<file path="config.mk">
export PLATFORM = sky130hd
export DESIGN_NAME = casc_counter
export DESIGN_NICKNAME = d
export VERILOG_FILES = /design/src/rtl/casc_cnt_pkg.sv /design/src/rtl/casc_cnt_slice.sv /design/src/rtl/casc_chain_net.sv /design/src/rtl/casc_counter.sv
export SDC_FILE = /design/constraint.sdc
export NUM_CORES = 1
export LEC_CHECK = 0
export BUFFER_PORTS_ARGS = -buffer_cell sky130_fd_sc_hd__clkbuf_2
export CORE_ASPECT_RATIO = 0.75
export CORE_UTILIZATION = 45
export DETAILED_ROUTE_END_ITERATION = 12
export HOLD_SLACK_MARGIN = 0.06
export PLACE_DENSITY = 0.75
export SLEW_MARGIN = 30
export SYNTH_ARGS = -nofsm -noshare
export SYNTH_HDL_FRONTEND = slang
export SYNTH_HIERARCHICAL = 1
export SYNTH_SLANG_ARGS = --single-unit
</file>
<file path="constraint.sdc">
create_clock -name clk -period 2.5 [get_ports clk]
set_clock_uncertainty 0.05 [all_clocks]
set_input_delay 0.5 -clock clk [delete_from_list [all_inputs] [get_ports clk]]
set_output_delay 0.5 -clock clk [all_outputs]
set_load 0.05 [all_outputs]
</file>
<file path="src/rtl/casc_cnt_pkg.sv">
package casc_cnt_pkg;

   typedef enum logic {
      CHAIN_SERIAL    = 1'b0,
      CHAIN_LOOKAHEAD = 1'b1
   } chain_mode_e;

   typedef enum logic [1:0] {
      ACT_CLEAR = 2'd0,
      ACT_LOAD  = 2'd1,
      ACT_STEP  = 2'd2,
      ACT_HOLD  = 2'd3
   } slice_act_e;

   // Fixed priority: clear, then load, then step
   function automatic slice_act_e pick_action(input logic clr_n,
                                              input logic load_n,
                                              input logic en_par,
                                              input logic en_chain);
      slice_act_e act;
      if (!clr_n)                 act = ACT_CLEAR;
      else if (!load_n)           act = ACT_LOAD;
      else if (en_par && en_chain) act = ACT_STEP;
      else                        act = ACT_HOLD;
      return act;
   endfunction

endpackage

</file>
<file path="src/rtl/casc_cnt_slice.sv">
module casc_cnt_slice
   import casc_cnt_pkg::*;
#(
   parameter int SLICE_W = 4
) (
   input  logic               clk,
   input  logic               clr_n,
   input  logic               load_n,
   input  logic               en_par,
   input  logic               en_chain,
   input  logic [SLICE_W-1:0] din,
   output logic [SLICE_W-1:0] q,
   output logic               all_ones
);

   localparam logic [SLICE_W-1:0] ONE = SLICE_W'(1);

   slice_act_e act;

   always_comb act = pick_action(clr_n, load_n, en_par, en_chain);

   always_ff @(posedge clk) begin
      unique case (act)
         ACT_CLEAR: q <= '0;
         ACT_LOAD:  q <= din;
         ACT_STEP:  q <= q + ONE;
         default:   q <= q;
      endcase
   end

   assign all_ones = &q;

endmodule

</file>
<file path="src/rtl/casc_chain_net.sv">
module casc_chain_net
   import casc_cnt_pkg::*;
#(
   parameter int          NSTAGES    = 4,
   parameter chain_mode_e CHAIN_MODE = CHAIN_SERIAL
) (
   input  logic               en_chain_in,
   input  logic [NSTAGES-1:0] all_ones,
   output logic [NSTAGES-1:0] stage_en,
   output logic               carry_out
);

   generate
      if (CHAIN_MODE == CHAIN_SERIAL) begin : g_serial
         // Enable walks upward one slice at a time
         always_comb begin
            logic acc;
            acc = en_chain_in;
            for (int k = 0; k < NSTAGES; k++) begin
               stage_en[k] = acc;
               acc         = acc & all_ones[k];
            end
            carry_out = acc;
         end
      end else begin : g_lookahead
         // Each slice sees one wide AND over every lower slice
         for (genvar k = 0; k < NSTAGES; k++) begin : g_stage
            localparam logic [NSTAGES-1:0] LOW_MASK = NSTAGES'((64'd1 << k) - 64'd1);
            assign stage_en[k] = en_chain_in & (&(all_ones | ~LOW_MASK));
         end
         assign carry_out = en_chain_in & (&all_ones);
      end
   endgenerate

endmodule

</file>
<file path="src/rtl/casc_counter.sv">
module casc_counter
   import casc_cnt_pkg::*;
#(
   parameter int          SLICE_W    = 4,
   parameter int          NSTAGES    = 4,
   parameter chain_mode_e CHAIN_MODE = CHAIN_SERIAL
) (
   input  logic                       clk,
   input  logic                       clr_n,
   input  logic                       load_n,
   input  logic                       en_par,
   input  logic                       en_chain,
   input  logic [SLICE_W*NSTAGES-1:0] load_val,
   output logic [SLICE_W*NSTAGES-1:0] count,
   output logic                       carry_out
);

   localparam int W = SLICE_W * NSTAGES;

   generate
      if (SLICE_W < 1 || SLICE_W > 32) begin : g_bad_slice
         $error("casc_counter: SLICE_W must be 1..32");
      end
      if (NSTAGES < 1 || NSTAGES > 32) begin : g_bad_stages
         $error("casc_counter: NSTAGES must be 1..32");
      end
      if (W > 1024) begin : g_bad_width
         $error("casc_counter: total width too large");
      end
   endgenerate

   logic [NSTAGES-1:0] slice_full;
   logic [NSTAGES-1:0] slice_en;

   casc_chain_net #(
      .NSTAGES    (NSTAGES),
      .CHAIN_MODE (CHAIN_MODE)
   ) u_chain (
      .en_chain_in (en_chain),
      .all_ones    (slice_full),
      .stage_en    (slice_en),
      .carry_out   (carry_out)
   );

   generate
      for (genvar s = 0; s < NSTAGES; s++) begin : g_slice
         casc_cnt_slice #(
            .SLICE_W (SLICE_W)
         ) u_slice (
            .clk      (clk),
            .clr_n    (clr_n),
            .load_n   (load_n),
            .en_par   (en_par),
            .en_chain (slice_en[s]),
            .din      (load_val[s*SLICE_W +: SLICE_W]),
            .q        (count[s*SLICE_W +: SLICE_W]),
            .all_ones (slice_full[s])
         );
      end
   endgenerate

endmodule

</file>
* Word level (Yosys, flattened, before mapping)
Cells that the tools add are included.
** Cells by class
- Mux-type cells :: 16
- Bitwise logic cells :: 4
- Reductions and logical operators :: 16
- Eq/ne operators :: 8
- Add/subtract/negate cells :: 4
** Operators by type and width (number)
- 4-bit case mux with 3 select lines :: 4
- 4-bit by 1-bit adder with 4-bit output (second input constant) :: 4
- 2-bit two-way mux :: 8
- 4-bit AND reduction :: 4
- 3-bit nonzero test :: 4
- 2-bit by 1-bit equality test with 1-bit output (second input constant) :: 4
- 2-bit equality test (second input constant) :: 4
- 2-bit zero test :: 4
- 1-bit AND :: 4
- 1-bit logical AND :: 4
- 1-bit two-way mux :: 4
** Storage, ports and cells
- Output and inout port bits :: 17
- Register bits after elaboration :: 16
- Input bits :: 21
- Word-level logic and storage cells :: 52

* Longest topological paths before layout
- Depth after elaboration :: 10
- Depth in mapped cells :: 5
- Depth with buffers taken out :: 5

* Hierarchy
The synthesis kept the hierarchy.
** Modules (own cells, without submodules)
- casc_cnt_slice :: instances 4, sequential area each 120.1 µm², area an instance 227.7 µm², cells an instance 22
- casc_chain_net :: instances 1, sequential area each 0.0 µm², area an instance 37.5 µm², cells an instance 5

* Worst setup path before layout
Ideal clock, no wire load.
- Kind :: reg-to-output
- Start point :: register g_slice[1].u_slice.q[0]
- End point :: output port carry_out
- Path slack :: 0.219 ns
- Data required time :: 1.950 ns
- Arrival :: 1.731 ns
- Cell stages (with the launch flop) :: 5
- Cells stage by stage :: edfxtp_1 ha_1 and3_1 and4_4 and2_1
** On the way
- Word-level cells in the longest chain between the ends :: 4
** RTL lines
- start: declaration :: RTL line casc_cnt_slice.sv:12 : output logic [SLICE_W-1:0] q,
- start signal: assignment :: RTL line casc_cnt_slice.sv:25 : ACT_LOAD: q <= din;
- start signal: assignment :: RTL line casc_cnt_slice.sv:26 : ACT_STEP: q <= q + ONE;
- start signal: assignment :: RTL line casc_cnt_slice.sv:27 : default: q <= q;
- 4-bit AND reduction :: RTL line casc_cnt_slice.sv:31 : assign all_ones = &q;
- via slice_full[1] :: RTL line casc_counter.sv:32 : logic [NSTAGES-1:0] slice_full;
- 1-bit AND (2 in a row) :: RTL line casc_chain_net.sv:21 : acc = acc & all_ones[k];
- via slice_en[3] :: RTL line casc_counter.sv:33 : logic [NSTAGES-1:0] slice_en;
- 1-bit AND :: RTL line casc_chain_net.sv:21
- end: declaration :: RTL line casc_counter.sv:15 : output logic carry_out
The timed path passes the listed nets, and every way through them passes these cells.

* Worst setup path in the final report
Same ends and word-level chain as after synthesis.

==> run summary <==
GRT
- 773 — via count of the first global-routing pass
- 0 — antenna violations before repair
- 13 — largest net degree at the start of global routing
- 0 — total overflow reported by the global router
- 3429 µm — global-route wire length before repair
- 0.2132 — GRT Util Overall

Synth
- 93 — Gate Count Post-Synth
- 15 — count of different cell masters after synthesis
- 948.4 µm² — total standard cell area after synthesis
- 10.20 µm² — Mapped Avg Cell Area
- 118 — syn_nets
- 16 — Synth Register Bits
- 0.5066 — fraction of the yosys area taken by sequential cells
- 6 — number of warnings reported in the yosys synthesis log

Power
- 0.0002156 W — switching power
- 541.5 nW/µm² — power density cells
- 0.3385 — switching power as a share of total power
- 0.209 — Clock power frac
- 0.258 — combinational fraction of design power
- 0.5414 nW — leakage
- 0.533 — Flop pwr share
- 318.6 µV — IR Drop Worst-Case VDD
- 0.0004213 W — internal power

Timing
- 0.9194 — Period Utilization, post-route
- 0.2864 ns — slew at the pin closest to its max-slew limit
- 2.299 ns — Final Critical Period
- 0 — Final Hold Vio Count
- 0 ns — total negative setup slack
- no — setup repair after global routing missed its margin
- 0.4391 ns — Min Hold Slack
- 0 — Setup violations, final
- 0.2014 ns — final setup slack of the worst path
- 0 — Max Transition Viols Final
- 0.8099 — Slew HR
- 435.0 MHz — achievable clock frequency

Placed design
- 1640 µm — HPWL reported at the end of detailed placement
- 0.5172 ns — worst setup slack after placement
- 0.7637 — global placer's final weighted congestion
- 37 — Buffers on Ports

Floorplanning
- 55.01 µm — Chip Width
- 1854 µm² — Floorplan Core Area
- 2297 µm² — DIE AREA
- 38 — number of placed I/O pins
- 41.76 µm — Die Ht
- 0.5115 — initial standard-cell utilization of the core
- 13 — number of rows created at floorplan

Final layout
- 24.01% — growth of design area from synthesis to finish
- 0 — # diodes
- 159 — Post-layout nets
- g_slice.u_slice/q — Biggest register
- g_slice.u_slice/q (16) — largest registers
- 0.3712 — ratio of cells with drive above 1 in the final layout
- 16 — number of flip-flops in the largest register
- 154 — layout filler cell count

Detailed routing
- 810 — vias after detailed routing
- 4 — 1st-pass router iterations
- 11 — iteration-0 DRC count of the detailed router
- 13.51 µm — average detailed-routed wire length per instance
- 5.260 — Via-to-Cell Ratio
- 0 — post-detailed-route count of antenna-violating nets
- 2080 µm — total detailed-routing wirelength
- 0 — number of DRC violations after detailed routing

CTS
- 16 — clock sink total
- 0 — total of cells resized after clock tree synthesis
- sky130_fd_sc_hd__clkbuf_4 — Root Driver
- 0.09 ns — register clock-pin slew on the reported worst setup and hold paths
- 0.28 ns — clock latency on the worst-skew pair
- 0 — CTS Hold Buffers Added
- 2 — clk buf depth
- 0 — Post-CTS Setup Inserts
- built — TritonCTS clock tree
- 1 — Max H-tree Level
- 3 — number of buffers inserted during clock tree synthesis

Setup path
- register — CP startpoint kind
- 1.95 ns — required arrival time at the worst endpoint
- 0.44 ns — largest stage delay on the critical path
- 4 — crit path max fanout
- register to output port — type of the setup path with the least slack
- sky130_fd_sc_hd__edfxtp_1 — slowest library cell on the worst path
- 1.75 ns — arrival time worst endpoint
- ha_1 > and3_1 > and4_4 > and2_1 > clkbuf_2 — crit path cell chain
- output port — element type at the critical path end

Min path
- input port to register — path category of the worst min-delay check

Job
- 0 — max cap viols

Status
- finished clean — result of the run

-- per-stage QoR --
stage	area, µm²	std cells	utilization	power, W
2_1_floorplan	948.4	93	-	0.0004577
3_3_place_gp	1154	151	0.6221	0.0005063
3_5_place_dp	1154	151	0.6221	0.0005099
4_1_cts	1176	154	0.6343	0.0006427
5_1_grt	1176	154	0.6343	0.0006712
6_report	1176	154	0.6343	0.0006369
-- critical path, delay by kind of cell, from the launching register on --
| family | cells | cell delay, ns |
|---|---|---|
| buffers and inverters | 1 | 0.23 |
| DFF | 1 | 0.44 |
| adders and majority gates | 1 | 0.25 |
| and+or+nand+nor | 3 | 0.54 |
-- cell families (layout without fill, tap and decap cells) --
| kind of cell | Yosys count | count (layout) | synth area share |
|---|---|---|---|
| flops | 16 | 16 | 0.5066 |
| compound gates | 16 | 16 | 0.1003 |
| buf+inv | 5 | 44 | 0.02375 |
| xor+xnor | 8 | 8 | 0.07387 |
| simple gates | 44 | 44 | 0.2427 |
| fa+ha+maj | 4 | 4 | 0.05277 |
-- per-layer routing --
metal	GRT usage	share of wire
met1	0.2775	0.44
met2	0.3301	0.48
met3	0.08425	0.072
met4	0.04500	0.0058
met5	0	0
-- placed cells by master, fill, tap and decap left out, drive strengths merged --
| cell | netlist | layout |
|---|---|---|
| nand2 | 20 | 20 |
| and4 | 1 | 1 |
| clkbuf | 0 | 40 |
| and3 | 5 | 5 |
| nand3 | 8 | 8 |
| and2 | 2 | 2 |
| xor2 | 4 | 4 |
| nand4 | 4 | 4 |
| and2b | 4 | 4 |
| edfxtp | 16 | 16 |
| o21ai | 16 | 16 |
| ha | 4 | 4 |
| inv | 4 | 4 |
| xnor2 | 4 | 4 |
-- area by class of cell --
class | instances | area [µm²] | share of cell area
sequential | 16 | 480.5 | 0.4085
timing repair buffer | 37 | 185.2 | 0.1574
clock buffer | 3 | 22.52 | 0.01915
multi-input combinational | 72 | 445.4 | 0.3787
inverter | 4 | 15.01 | 0.01277
tap | 22 | 27.53 | 0.02340
-- power by group through the flow --
stage / combinational [W] / sequential [W] / clock (W)
finish: 0.000164 / 0.000339 / 0.000133
global route: 0.000178 / 0.000343 / 0.000151
CTS: 0.000165 / 0.000339 / 0.000138
detailed placement: 0.000164 / 0.000346 / 0
global placement: 0.000163 / 0.000343 / 0
floorplan: 0.0000435 / 0.000414 / 0
-- cell usage after synthesis --
master	count	area share
sky130_fd_sc_hd__and2_1	2	0.013
sky130_fd_sc_hd__and2b_2	4	0.037
sky130_fd_sc_hd__and3_1	5	0.033
sky130_fd_sc_hd__and4_4	1	0.012
sky130_fd_sc_hd__buf_4	1	0.0079
sky130_fd_sc_hd__edfxtp_1	16	0.51
sky130_fd_sc_hd__ha_1	4	0.053
sky130_fd_sc_hd__inv_1	4	0.016
sky130_fd_sc_hd__nand2_1	20	0.079
sky130_fd_sc_hd__nand3_1	8	0.042
sky130_fd_sc_hd__nand4_1	4	0.026
sky130_fd_sc_hd__o21ai_1	12	0.063
sky130_fd_sc_hd__o21ai_2	4	0.037
sky130_fd_sc_hd__xnor2_1	4	0.037
sky130_fd_sc_hd__xor2_1	4	0.037
-- final timing paths --
kind	start	to	slack, ns	cells past startpoint
hold reg to reg	g_slice[2].u_slice/q[0]	g_slice[2].u_slice/q[0]	0.60	1
hold / removal	load_val[3]	g_slice[0].u_slice/q[3]	0.44	3
setup / recovery	g_slice[1].u_slice/q[0]	carry_out	0.20	5
setup reg to reg	g_slice[0].u_slice/q[0]	g_slice[1].u_slice/q[2]	0.82	5
No activity file was read; power rests on OpenSTA's default activity.
